### config.mk
export PLATFORM = sky130hd
export DESIGN_NAME = segxfer_top
export DESIGN_NICKNAME = d
export VERILOG_FILES = /design/src/rtl/segxfer_pkg.sv /design/src/rtl/segxfer_wprot.sv /design/src/rtl/segxfer_csum.sv /design/src/rtl/segxfer_ctrl.sv /design/src/rtl/segxfer_top.sv
export SDC_FILE = /design/constraint.sdc
export NUM_CORES = 1
export LEC_CHECK = 0
export BUFFER_PORTS_ARGS = -buffer_cell sky130_fd_sc_hd__buf_2
export CORE_ASPECT_RATIO = 1.1
export CORE_MARGIN = 2
export CORE_UTILIZATION = 58
export CTS_BUF_LIST = sky130_fd_sc_hd__clkbuf_4
export DETAILED_ROUTE_END_ITERATION = 10
export GPL_TIMING_DRIVEN = 1
export MAX_ROUTING_LAYER = met4
export PLACE_DENSITY = 0.86
export REMOVE_ABC_BUFFERS = 1
export SYNTH_ARGS = -nofsm -noshare
export SYNTH_HDL_FRONTEND = slang
export SYNTH_SLANG_ARGS = --single-unit
### constraint.sdc
create_clock -name clk -period 3.3 [get_ports clk]
set_input_delay 0.495 -clock clk [delete_from_list [all_inputs] [get_ports clk]]
set_output_delay 0.495 -clock clk [all_outputs]
set_load 0.1 [all_outputs]
### src/rtl/segxfer_pkg.sv
package segxfer_pkg;

  localparam logic [7:0] OP_IOUPD = 8'h80;
  localparam logic [7:0] OP_END   = 8'hFF;

  typedef enum logic [1:0] {ST_IDLE, ST_GET, ST_PUT}  st_t;
  typedef enum logic [1:0] {PH_HDR, PH_DAT, PH_SUM}   ph_t;
  typedef enum logic [1:0] {K_SIZE, K_IOUPD, K_END, K_BAD} kind_t;

  // classify a header byte found where an entry or opcode is expected
  function automatic kind_t classify(input logic [7:0] b);
    if (!b[7])              return K_SIZE;
    else if (b == OP_IOUPD) return K_IOUPD;
    else if (b == OP_END)   return K_END;
    else                    return K_BAD;
  endfunction

  // running image checksum: plain modulo-256 sum
  function automatic logic [7:0] csum_next(input logic [7:0] acc, input logic [7:0] b);
    return acc + b;
  endfunction

endpackage

### src/rtl/segxfer_wprot.sv
module segxfer_wprot (
  input  logic clk,
  input  logic rst_n,
  input  logic wr,
  input  logic val,
  output logic q
);
  always_ff @(posedge clk or negedge rst_n) begin
    if (!rst_n)  q <= 1'b0;
    else if (wr) q <= val;
  end
endmodule

### src/rtl/segxfer_csum.sv
module segxfer_csum
  import segxfer_pkg::*;
(
  input  logic       clk,
  input  logic       rst_n,
  input  logic       clr,
  input  logic       add,
  input  logic [7:0] add_byte,
  output logic [7:0] sum
);
  always_ff @(posedge clk or negedge rst_n) begin
    if (!rst_n)   sum <= 8'h00;
    else if (clr) sum <= 8'h00;
    else if (add) sum <= csum_next(sum, add_byte);
  end
endmodule

### src/rtl/segxfer_ctrl.sv
module segxfer_ctrl
  import segxfer_pkg::*;
#(
  parameter int TBL_DEPTH = 23,
  parameter int EE_AW     = 8,
  parameter int IDX_W     = 5
) (
  input  logic             clk,
  input  logic             rst_n,
  input  logic             store_cmd,
  input  logic             load_cmd,
  input  logic             wr_enabled,
  input  logic [7:0]       csum,
  output logic             evt_start,
  output logic             evt_done,
  output logic             csum_add,
  output logic [7:0]       csum_byte,
  output logic [IDX_W-1:0] tbl_idx,
  input  logic [7:0]       tbl_byte,
  output logic [15:0]      reg_addr,
  output logic             reg_we,
  output logic [7:0]       reg_wdata,
  input  logic [7:0]       reg_rdata,
  output logic             ee_req,
  output logic             ee_we,
  output logic [EE_AW-1:0] ee_addr,
  output logic [7:0]       ee_wdata,
  input  logic [7:0]       ee_rdata,
  input  logic             ee_ack,
  output logic             io_update,
  output logic             busy,
  output logic             store_busy,
  output logic             load_busy,
  output logic             data_err
);
  st_t              st;
  ph_t              ph;
  logic [1:0]       fld;
  logic             mode_st;    // 1: store, 0: load
  logic [6:0]       size_q, cnt;
  logic [15:0]      raddr;
  logic [IDX_W-1:0] idx;
  logic [EE_AW-1:0] eptr;
  logic [7:0]       cur;
  logic             err_q;

  logic       got, put_done;
  logic [7:0] byte_in;
  logic       overrun, bad_op, sum_chk, sum_bad, get_fin, get_err;
  logic       start_store, start_load;

  assign start_store = (st == ST_IDLE) && store_cmd && wr_enabled;
  assign start_load  = (st == ST_IDLE) && load_cmd && !start_store;
  assign evt_start   = start_store || start_load;

  // per-state datapath steering
  always_comb begin
    ee_req    = 1'b0;
    ee_we     = 1'b0;
    reg_we    = 1'b0;
    io_update = 1'b0;
    got       = 1'b0;
    put_done  = 1'b0;
    byte_in   = 8'h00;
    case (st)
      ST_GET: begin
        if (!mode_st) begin
          ee_req  = 1'b1;
          got     = ee_ack;
          byte_in = ee_rdata;
        end else begin
          got = 1'b1;
          case (ph)
            PH_HDR:  byte_in = tbl_byte;
            PH_DAT:  byte_in = reg_rdata;
            default: byte_in = csum;
          endcase
        end
      end
      ST_PUT: begin
        if (mode_st) begin
          ee_req   = 1'b1;
          ee_we    = 1'b1;
          put_done = ee_ack;
        end else begin
          put_done  = 1'b1;
          reg_we    = (ph == PH_DAT);
          io_update = (ph == PH_HDR) && (fld == 2'd0) && (cur == OP_IOUPD);
        end
      end
      default: ;
    endcase
  end

  assign overrun  = got && (ph == PH_HDR) && (idx == IDX_W'(TBL_DEPTH));
  assign bad_op   = got && (ph == PH_HDR) && (fld == 2'd0) && (classify(byte_in) == K_BAD);
  assign sum_chk  = got && (ph == PH_SUM) && !mode_st;
  assign sum_bad  = sum_chk && (byte_in != csum);
  assign get_fin  = overrun || bad_op || sum_chk;
  assign get_err  = overrun || bad_op || sum_bad;
  assign evt_done = get_fin || (put_done && (ph == PH_SUM));

  assign csum_add  = mode_st ? (put_done && (ph != PH_SUM))
                             : (got && (ph != PH_SUM));
  assign csum_byte = mode_st ? cur : byte_in;

  always_ff @(posedge clk or negedge rst_n) begin
    if (!rst_n) begin
      st      <= ST_IDLE;
      ph      <= PH_HDR;
      fld     <= 2'd0;
      mode_st <= 1'b0;
      size_q  <= '0;
      cnt     <= '0;
      raddr   <= '0;
      idx     <= '0;
      eptr    <= '0;
      cur     <= '0;
      err_q   <= 1'b0;
    end else begin
      case (st)
        ST_IDLE: if (evt_start) begin
          mode_st <= start_store;
          st      <= ST_GET;
          ph      <= PH_HDR;
          fld     <= 2'd0;
          idx     <= '0;
          eptr    <= '0;
          err_q   <= 1'b0;
        end
        ST_GET: if (got) begin
          if (get_fin) begin
            st    <= ST_IDLE;
            err_q <= get_err;
          end else begin
            cur <= byte_in;
            st  <= ST_PUT;
            if (ph == PH_HDR) idx  <= idx + 1'b1;
            if (!mode_st)     eptr <= eptr + 1'b1;
          end
        end
        ST_PUT: if (put_done) begin
          if (mode_st) eptr <= eptr + 1'b1;
          st <= ST_GET;
          case (ph)
            PH_HDR: begin
              case (fld)
                2'd0: begin
                  case (classify(cur))
                    K_SIZE: begin size_q <= cur[6:0]; fld <= 2'd1; end
                    K_END:  ph <= PH_SUM;
                    default: ;
                  endcase
                end
                2'd1: begin raddr[15:8] <= cur; fld <= 2'd2; end
                default: begin
                  raddr[7:0] <= cur;
                  fld        <= 2'd0;
                  cnt        <= size_q;
                  ph         <= PH_DAT;
                end
              endcase
            end
            PH_DAT: begin
              raddr <= raddr + 16'd1;
              if (cnt == '0) ph <= PH_HDR;
              else           cnt <= cnt - 1'b1;
            end
            default: st <= ST_IDLE;   // checksum byte stored
          endcase
        end
        default: st <= ST_IDLE;
      endcase
    end
  end

  assign tbl_idx    = idx;
  assign reg_addr   = raddr;
  assign reg_wdata  = cur;
  assign ee_addr    = eptr;
  assign ee_wdata   = cur;
  assign busy       = (st != ST_IDLE);
  assign store_busy = busy && mode_st;
  assign load_busy  = busy && !mode_st;
  assign data_err   = err_q;

endmodule

### src/rtl/segxfer_top.sv
module segxfer_top
  import segxfer_pkg::*;
#(
  parameter int TBL_DEPTH = 23,
  parameter int EE_AW     = 8,
  localparam int IDX_W    = $clog2(TBL_DEPTH + 1)
) (
  input  logic             clk,
  input  logic             rst_n,
  input  logic             store_cmd,
  input  logic             load_cmd,
  input  logic             wren_wr,
  input  logic             wren_val,
  output logic             wr_enabled,
  output logic             busy,
  output logic             store_busy,
  output logic             load_busy,
  output logic             data_err,
  output logic             io_update,
  output logic [IDX_W-1:0] tbl_idx,
  input  logic [7:0]       tbl_byte,
  output logic [15:0]      reg_addr,
  output logic             reg_we,
  output logic [7:0]       reg_wdata,
  input  logic [7:0]       reg_rdata,
  output logic             ee_req,
  output logic             ee_we,
  output logic [EE_AW-1:0] ee_addr,
  output logic [7:0]       ee_wdata,
  input  logic [7:0]       ee_rdata,
  input  logic             ee_ack
);
  logic       evt_start, evt_done;
  logic       csum_add;
  logic [7:0] csum_byte, csum;

  segxfer_wprot u_wprot (
    .clk(clk), .rst_n(rst_n), .wr(wren_wr), .val(wren_val), .q(wr_enabled)
  );

  segxfer_csum u_csum (
    .clk(clk), .rst_n(rst_n), .clr(evt_start), .add(csum_add),
    .add_byte(csum_byte), .sum(csum)
  );

  segxfer_ctrl #(.TBL_DEPTH(TBL_DEPTH), .EE_AW(EE_AW), .IDX_W(IDX_W)) u_ctrl (
    .clk(clk), .rst_n(rst_n),
    .store_cmd(store_cmd), .load_cmd(load_cmd), .wr_enabled(wr_enabled),
    .csum(csum), .evt_start(evt_start), .evt_done(evt_done),
    .csum_add(csum_add), .csum_byte(csum_byte),
    .tbl_idx(tbl_idx), .tbl_byte(tbl_byte),
    .reg_addr(reg_addr), .reg_we(reg_we), .reg_wdata(reg_wdata), .reg_rdata(reg_rdata),
    .ee_req(ee_req), .ee_we(ee_we), .ee_addr(ee_addr), .ee_wdata(ee_wdata),
    .ee_rdata(ee_rdata), .ee_ack(ee_ack),
    .io_update(io_update), .busy(busy), .store_busy(store_busy),
    .load_busy(load_busy), .data_err(data_err)
  );

endmodule

==> out/qor.csv, run 1 <==
metric,value,unit
antenna_found_initial,0,
worstMarginPinSlew,931,ps
grt_pass1_wl,22300,µm
synth_top_area_frac,0.358,
slew_violations,0,
arrival,3350,ps
slowest_delay,430,ps
clockRootBuffer,clkbuf_4,
clk_path_buf_depth,2,
final.setup_skew,29.2,ps
fmax,330,MHz
globalplace.congestion,0.929,
clock_latency,430,ps
avgSynthCellArea,8.38,µm²
dr.pass1.iters,5,
ir_worst_vdd,1.23,mV
nets,690,
io-pin-count,85,
crit_top_cell,ha_1,
hold_violations,0,
drive_above_1_share,0.219,
power.leakage,0.00257,µW
cts_tree,yes,
status,"complete, no violations",
cp_data_required_time,3620,ps
yosysUniqueCellTypes,65,
ant_nets,0,
startpoint_type,flip-flop,
post_drt_wl_per_cell,17.9,µm
powerDensity,1130,nW/µm²
die_width,90.4,µm
final_cell_mix,"buf_2 (84), dfrtp_1 (68), nor2_1 (55), nand2_1 (55), a21oi_1 (41)",
max_slew_margin,0.375,
vias,4860,
syn_area,4760,µm²
drt-total-wl,13500,µm
setup_viol,0,
grtUsageTotal,0.318,
drc,0,
yosysTopAreaCell,dfrtp_1,
power_frac_comb,0.645,
grt_overflow,0,
clk_pin_slew,140,ps
cap_violations,0,
hold_class,input port to asynchronous set/reset pin,
synth_edf_count,0,
finalPower,6120,µW
cts_buffers,9,
dp_hpwl,9810,µm
die_h,99.0,µm
cts_setup_buffers,0,
critPathKind,flip-flop to flip-flop,
swShare,0.606,
synth_seq_area_share,0.358,
utilization,0.679,
postSynthCellCount,568,
ys_async_sr_fraction,1.00,
p_clk_frac,0.107,
rsz0062_at_grt,no,
worst_path_max_delay_cell,dfrtp_1,
switchingPower,3710,µW
portBuffers,84,
rows,34,
area_delta_synth_final,13.5,%
grt_max_degree,47,
cp-end-kind,flip-flop,
ys_seq_elements,68,
synth_ff_type,dfrtp_1,
layout_commonest_cell,buf_2,
seqPwrFrac,0.247,
viasPerCell,6.44,
core,7960,µm²
cts_sinks,68,
htree_num_levels,3,
path_cells,inv_1 > ha_1 > nor2b_1 > buf_4 > a22o_1 > ha_1 > a21o_1 > a21oi_1 > o21ai_0 > a2111oi_1 > nor3_1 > mux2i_1 > mux2_2,
yosysWarnings,0,
drt_iter0_drc,383,
start_util,0.598,
min_period_over_period,0.919,
dieArea,8940,µm²
grt_pass1_vias,4526,
period_minus_slack,3030,ps
crit_fanout,7,
synth_top_cells_by_area,"dfrtp_1 (36%), nand2_1 (4.3%), nor2_1 (4.3%)",
diodes,0,
p_int,2410,µW
[critical path: cells and delay by family, from the launching register on]
family,cells,cell delay (ps)
compound gates,5,1070
flops,1,430
simple gates,2,270
buf+inv,2,250
fa+ha+maj,2,380
mux,2,520
[cells by family (layout without fill, tap and decap cells)]
kind of cell	count (synthesis)	count (layout)	synth area share
AO/OA/AOI/OAI	169	169	0.238
multiplexers	29	29	0.0658
flip-flops	68	68	0.358
XOR/XNOR	5	5	0.00921
buffers and inverters	61	140	0.0600
AND/OR/NAND/NOR	219	219	0.224
adder cells (fa/ha/maj)	17	17	0.0463
[worst paths after layout]
| path | end | slack, ps | cells after the start | start |
|---|---|---|---|---|
| min in group clk | u_wprot.q$_DFFE_PN0P_ | 290 | 2 | wren_val |
| min | u_ctrl.reg_addr[4]$_DFFE_PN0P_ | 30 | 1 | rst_n |
| min reg2reg | u_ctrl.size_q[1]$_DFFE_PN0P_ | 500 | 2 | u_ctrl.size_q[1]$_DFFE_PN0P_ |
| max in group asynchronous | u_ctrl.size_q[1]$_DFFE_PN0P_ | 2230 | 2 | rst_n |
| max | u_csum.sum[7]$_DFFE_PN0P_ | 270 | 13 | u_ctrl.st[1]$_DFFE_PN0P_ |
| max reg2reg | u_csum.sum[7]$_DFFE_PN0P_ | 270 | 13 | u_ctrl.st[1]$_DFFE_PN0P_ |
[routing by layer]
layer  wire length (µm)  global-route usage  vias to the layer above
met5                  0                   -                        -
met4                408               0.107                        0
met3               1030              0.0619                       39
met2               6580               0.531                      258
met1               5500               0.389                     2337
li1                   -                   -                     2226
[flip-flops by register name, summed over array words and instances (netlist names)]
name / flops
u_ctrl.ph: 2
u_ctrl.data_err: 1
u_ctrl.mode_st: 1
u_csum.sum: 8
u_ctrl.fld: 2
u_ctrl.ee_addr: 8
u_ctrl.reg_addr: 16
u_ctrl.st: 2
u_ctrl.size_q: 7
u_ctrl.tbl_idx: 5
u_ctrl.ee_wdata: 8
u_ctrl.cnt: 7
u_wprot.q: 1
[synthesized netlist by cell type (all sizes together) (3+ instances only)]
master	count
a211oi	6
a21o	4
a21oi	42
a22o	4
a22oi	5
a31oi	9
a32o	4
and2	5
and3	11
buf	18
clkbuf	17
dfrtp	68
ha	16
inv	26
mux2	15
mux2i	14
nand2	55
nand2b	7
nand3	29
nand3b	3
nand4	5
nor2	55
nor2b	9
nor3	17
nor4	4
o211ai	15
o21ai	40
o221ai	3
o22a	9
o22ai	7
o31ai	4
or2	4
or3	7
xnor2	5
[area by class of cell]
| cell class | count | area [µm²] |
|---|---|---|
| Clock buffer | 9 | 67.6 |
| Clock inverter | 7 | 98.8 |
| Fill cell | 685 | 2550 |
| Inverter | 26 | 97.6 |
| Multi-Input combinational cell | 439 | 2770 |
| Sequential cell | 68 | 1700 |
| Tap cell | 108 | 135 |
| Timing Repair Buffer | 98 | 526 |
[per-stage QoR]
stage	setup WS (ps)	hold slack, ps	cell area (µm²)	TNS, ps	cells
2_1_floorplan	-2260	199	4570	-4220	533
3_3_place_gp	353	473	5230	0	739
3_5_place_dp	306	483	5230	0	739
4_1_cts	265	44.7	5400	0	755
5_1_grt	21.8	47.3	5400	0	755
6_report	268	34.6	5400	0	755
[timing repair]
item,CTS,global route
hold buffers,0,0
setup endpoints to repair,0,1
gates resized for setup,0,1
hold endpoints to repair,0,0
[power by group through the flow]
stage	combinational [µW]	sequential (µW)	clock, µW
after floorplan	1730	2800	0
after global placement	3820	1490	0
after detailed placement	3880	1510	0
after CTS	3910	1500	661
after global routing	4180	1550	698
final	3950	1510	657
No activity file was read; power rests on OpenSTA's default activity.
==> inputs of run 2 (changes only) <==
Settings changed: CORE_UTILIZATION 58 to 53, PLACE_DENSITY 0.86 to 0.83.
Clock period 3.3 ns to 2.7 ns, I/O delays scaled along.
==> run 2 against run 1 <==
  * The flow now finishes with violations (negative setup slack)
  * Setup slack got worse by 300 ps
  * First-iteration DRC count is 12% lower
  * Flip-flop and latch count unchanged
  * Register-to-register slack got worse by 300 ps
  * Fmax is 11% higher
  * Count of clock-buffer cells in the layout is 1 higher
  * Non-clock buffer count rose by 49
  * Clock skew decreased by 6.9 ps
==> out/qor.csv, run 2 (synthesis results as in run 1) <==
metric,value,unit,change
cts_buffers,9,,unchanged
clk_pin_slew,120,ps,-20 ps
placed_area,5580,µm²,+6.7%
drt-total-wl,14400,µm,+6.2%
rsz0062_at_grt,yes,,
placed_cells,783,,+6.0%
vias,5040,,+3.7%
arrival,3070,ps,-280 ps
powerDensity,1330,nW/µm²,+17%
worst_path_max_delay_cell,dfrtp_1,,
holdPathStages,2,,
top_layer_used,met4,,
core,8780,µm²,+10%
cp-end-kind,flip-flop,,
clk_path_buf_depth,2,,unchanged
hold_violations,0,,unchanged
slowest_delay,400,ps,-30 ps
worstMarginPinSlew,1010,ps,+81.0 ps
io-pin-count,85,,unchanged
violations,negative setup slack,,
hold_class,input port to flip-flop,,
whs,198,ps,+164 ps
layout_setup_ws,-28.9,ps,-297 ps
clock_latency,440,ps,about the same
period_minus_slack,2730,ps,-303 ps
dr_wl_met2,7000,µm,+6.4%
rr_startpoint,u_ctrl.st[1]$_DFFE_PN0P_,,
nets,739,,+7.1%
path_cells,inv_2 > ha_4 > nor2b_4 > buf_6 > a22o_1 > ha_2 > a21o_1 > a21oi_2 > o21ai_2 > a2111oi_2 > nor3_1 > mux2i_1 > mux2_2,,
status,finished with violations,,
portBuffers,84,,unchanged
die_width,94.3,µm,+4.4%
min-delay-start,wren_val,,
cts_tree,yes,,
crit_buf_inv,2,,unchanged
cts_sinks,68,,unchanged
cap_violations,0,,unchanged
min_period_over_period,1.01,,+0.0919
layout_commonest_cell,buf_2,,
cp-startpoint,u_ctrl.st[1]$_DFFE_PN0P_,,
final_cell_mix,"buf_2 (81), dfrtp_1 (65), buf_4 (58), nor2_1 (55), nand2_1 (54)",,
globalplace.congestion,1.02,,+9.4%
fmax,366,MHz,+11%
dieArea,9750,µm²,+9.0%
viasPerCell,6.24,,-3.1%
slew_violations,0,,unchanged
stdcell_count,808,,+7.0%
dp_hpwl,10200,µm,+4.2%
critPathKind,flip-flop to flip-flop,,
dr_wl_met3,947,µm,-8.2%
area_delta_synth_final,23.3,%,
met1_length,5920,µm,+7.6%
start_util,0.542,,-0.0564
cp_data_required_time,3040,ps,-580 ps
fin_area,5860,µm²,+8.6%
ant_nets,0,,unchanged
ir_worst_vdd,1.70,mV,+39%
crit_fanout,6,,-1
rows,36,,+5.9%
largest_reg_flops,16,,unchanged
power.leakage,0.00279,µW,+8.6%
post_drt_wl_per_cell,17.8,µm,-0.73%
drive_above_1_share,0.295,,+0.0759
grt_pass1_vias,4626,,+2.2%
grt_max_degree,44,,-6.4%
rrSetupSlack,-30,ps,-300 ps
pre_cts_ws,-255,ps,-560 ps
drt_iter0_drc,336,,-12%
startpoint_type,flip-flop,,
grt_overflow,0,,unchanged
max_slew_margin,0.321,,-0.0543
r2r-end,u_csum.sum[7]$_DFFE_PN0P_,,
drc,0,,unchanged
dr.pass1.iters,7,,+2
reg2regPathDepth,13,,unchanged
utilization,0.668,,-0.0112
setup_viol,1,,+1
htree_num_levels,3,,unchanged
final.setup_skew,22.3,ps,-6.92 ps
grtUsageTotal,0.303,,-0.0151
grt_pass1_wl,22500,µm,+0.81%
holdPathEnd,u_wprot.q$_DFFE_PN0P_,,
die_h,103,µm,+4.4%
antenna_found_initial,0,,unchanged
diodes,0,,unchanged
crit_family,compound AO/OA/AOI/OAI gates,,
clockRootBuffer,clkbuf_4,,
-- run 2: worst register-to-register path, delay by kind of cell (launching register included) --
kind	cells	cell delay, ps
buf+inv	2	190
flops	1	400
mux	2	520
fa+ha+maj	2	340
simple gates	2	240
compound gates	5	960
-- run 2: timing repair --
item	in CTS	in global routing
endpoints found under the setup margin	13	24
buffers inserted	2	8
pin swaps	4	5
hold buffers	1	0
endpoints found under the hold margin	24	0
gates resized for setup	12	20
-- run 2: routing by layer --
layer,up-vias,GRT usage
li1,2322,-
met1,2418,0.387
met2,252,0.487
met3,48,0.0457
met4,0,0.123
met5,-,-
-- run 2: power by group --
group	internal [µW]	switching [µW]	total, µW	leakage, µW
sequential	1350	406	1760	0.000901
combinational	1610	3880	5490	0.00184
clock	181	378	559	0.0000509
total	3140	4670	7810	0.00279
-- run 2: worst max path at each step --
stage	end	slack, ps	cells past startpoint
6_report	u_csum.sum[7]$_DFFE_PN0P_	-30	13
5_1_grt	u_csum.sum[7]$_DFFE_PN0P_	-200	13
4_1_cts	u_csum.sum[7]$_DFFE_PN0P_	-20	13
3_5_place_dp	u_csum.sum[7]$_DFFE_PN0P_	-250	13
3_3_place_gp	u_csum.sum[7]$_DFFE_PN0P_	-160	13
2_1_floorplan	io_update	-2770	2
-- run 2: final cells by class --
cell class	count	area, µm²
timing repair buffer	147	965
clock inverter	4	18.8
inverter	26	101
multi-input combinational	439	2860
tap	114	143
clock buffer	10	75.1
sequential	68	1710
fill	690	2920
-- run 2: stage by stage --
| step | TNS (ps) | power (µW) |
|---|---|---|
| after floorplan | -12090 | 5530 |
| after global placement | -552 | 6830 |
| after detailed placement | -1570 | 6930 |
| after CTS | -21.0 | 7570 |
| after global routing | -718 | 8220 |
| final | -28.9 | 7810 |
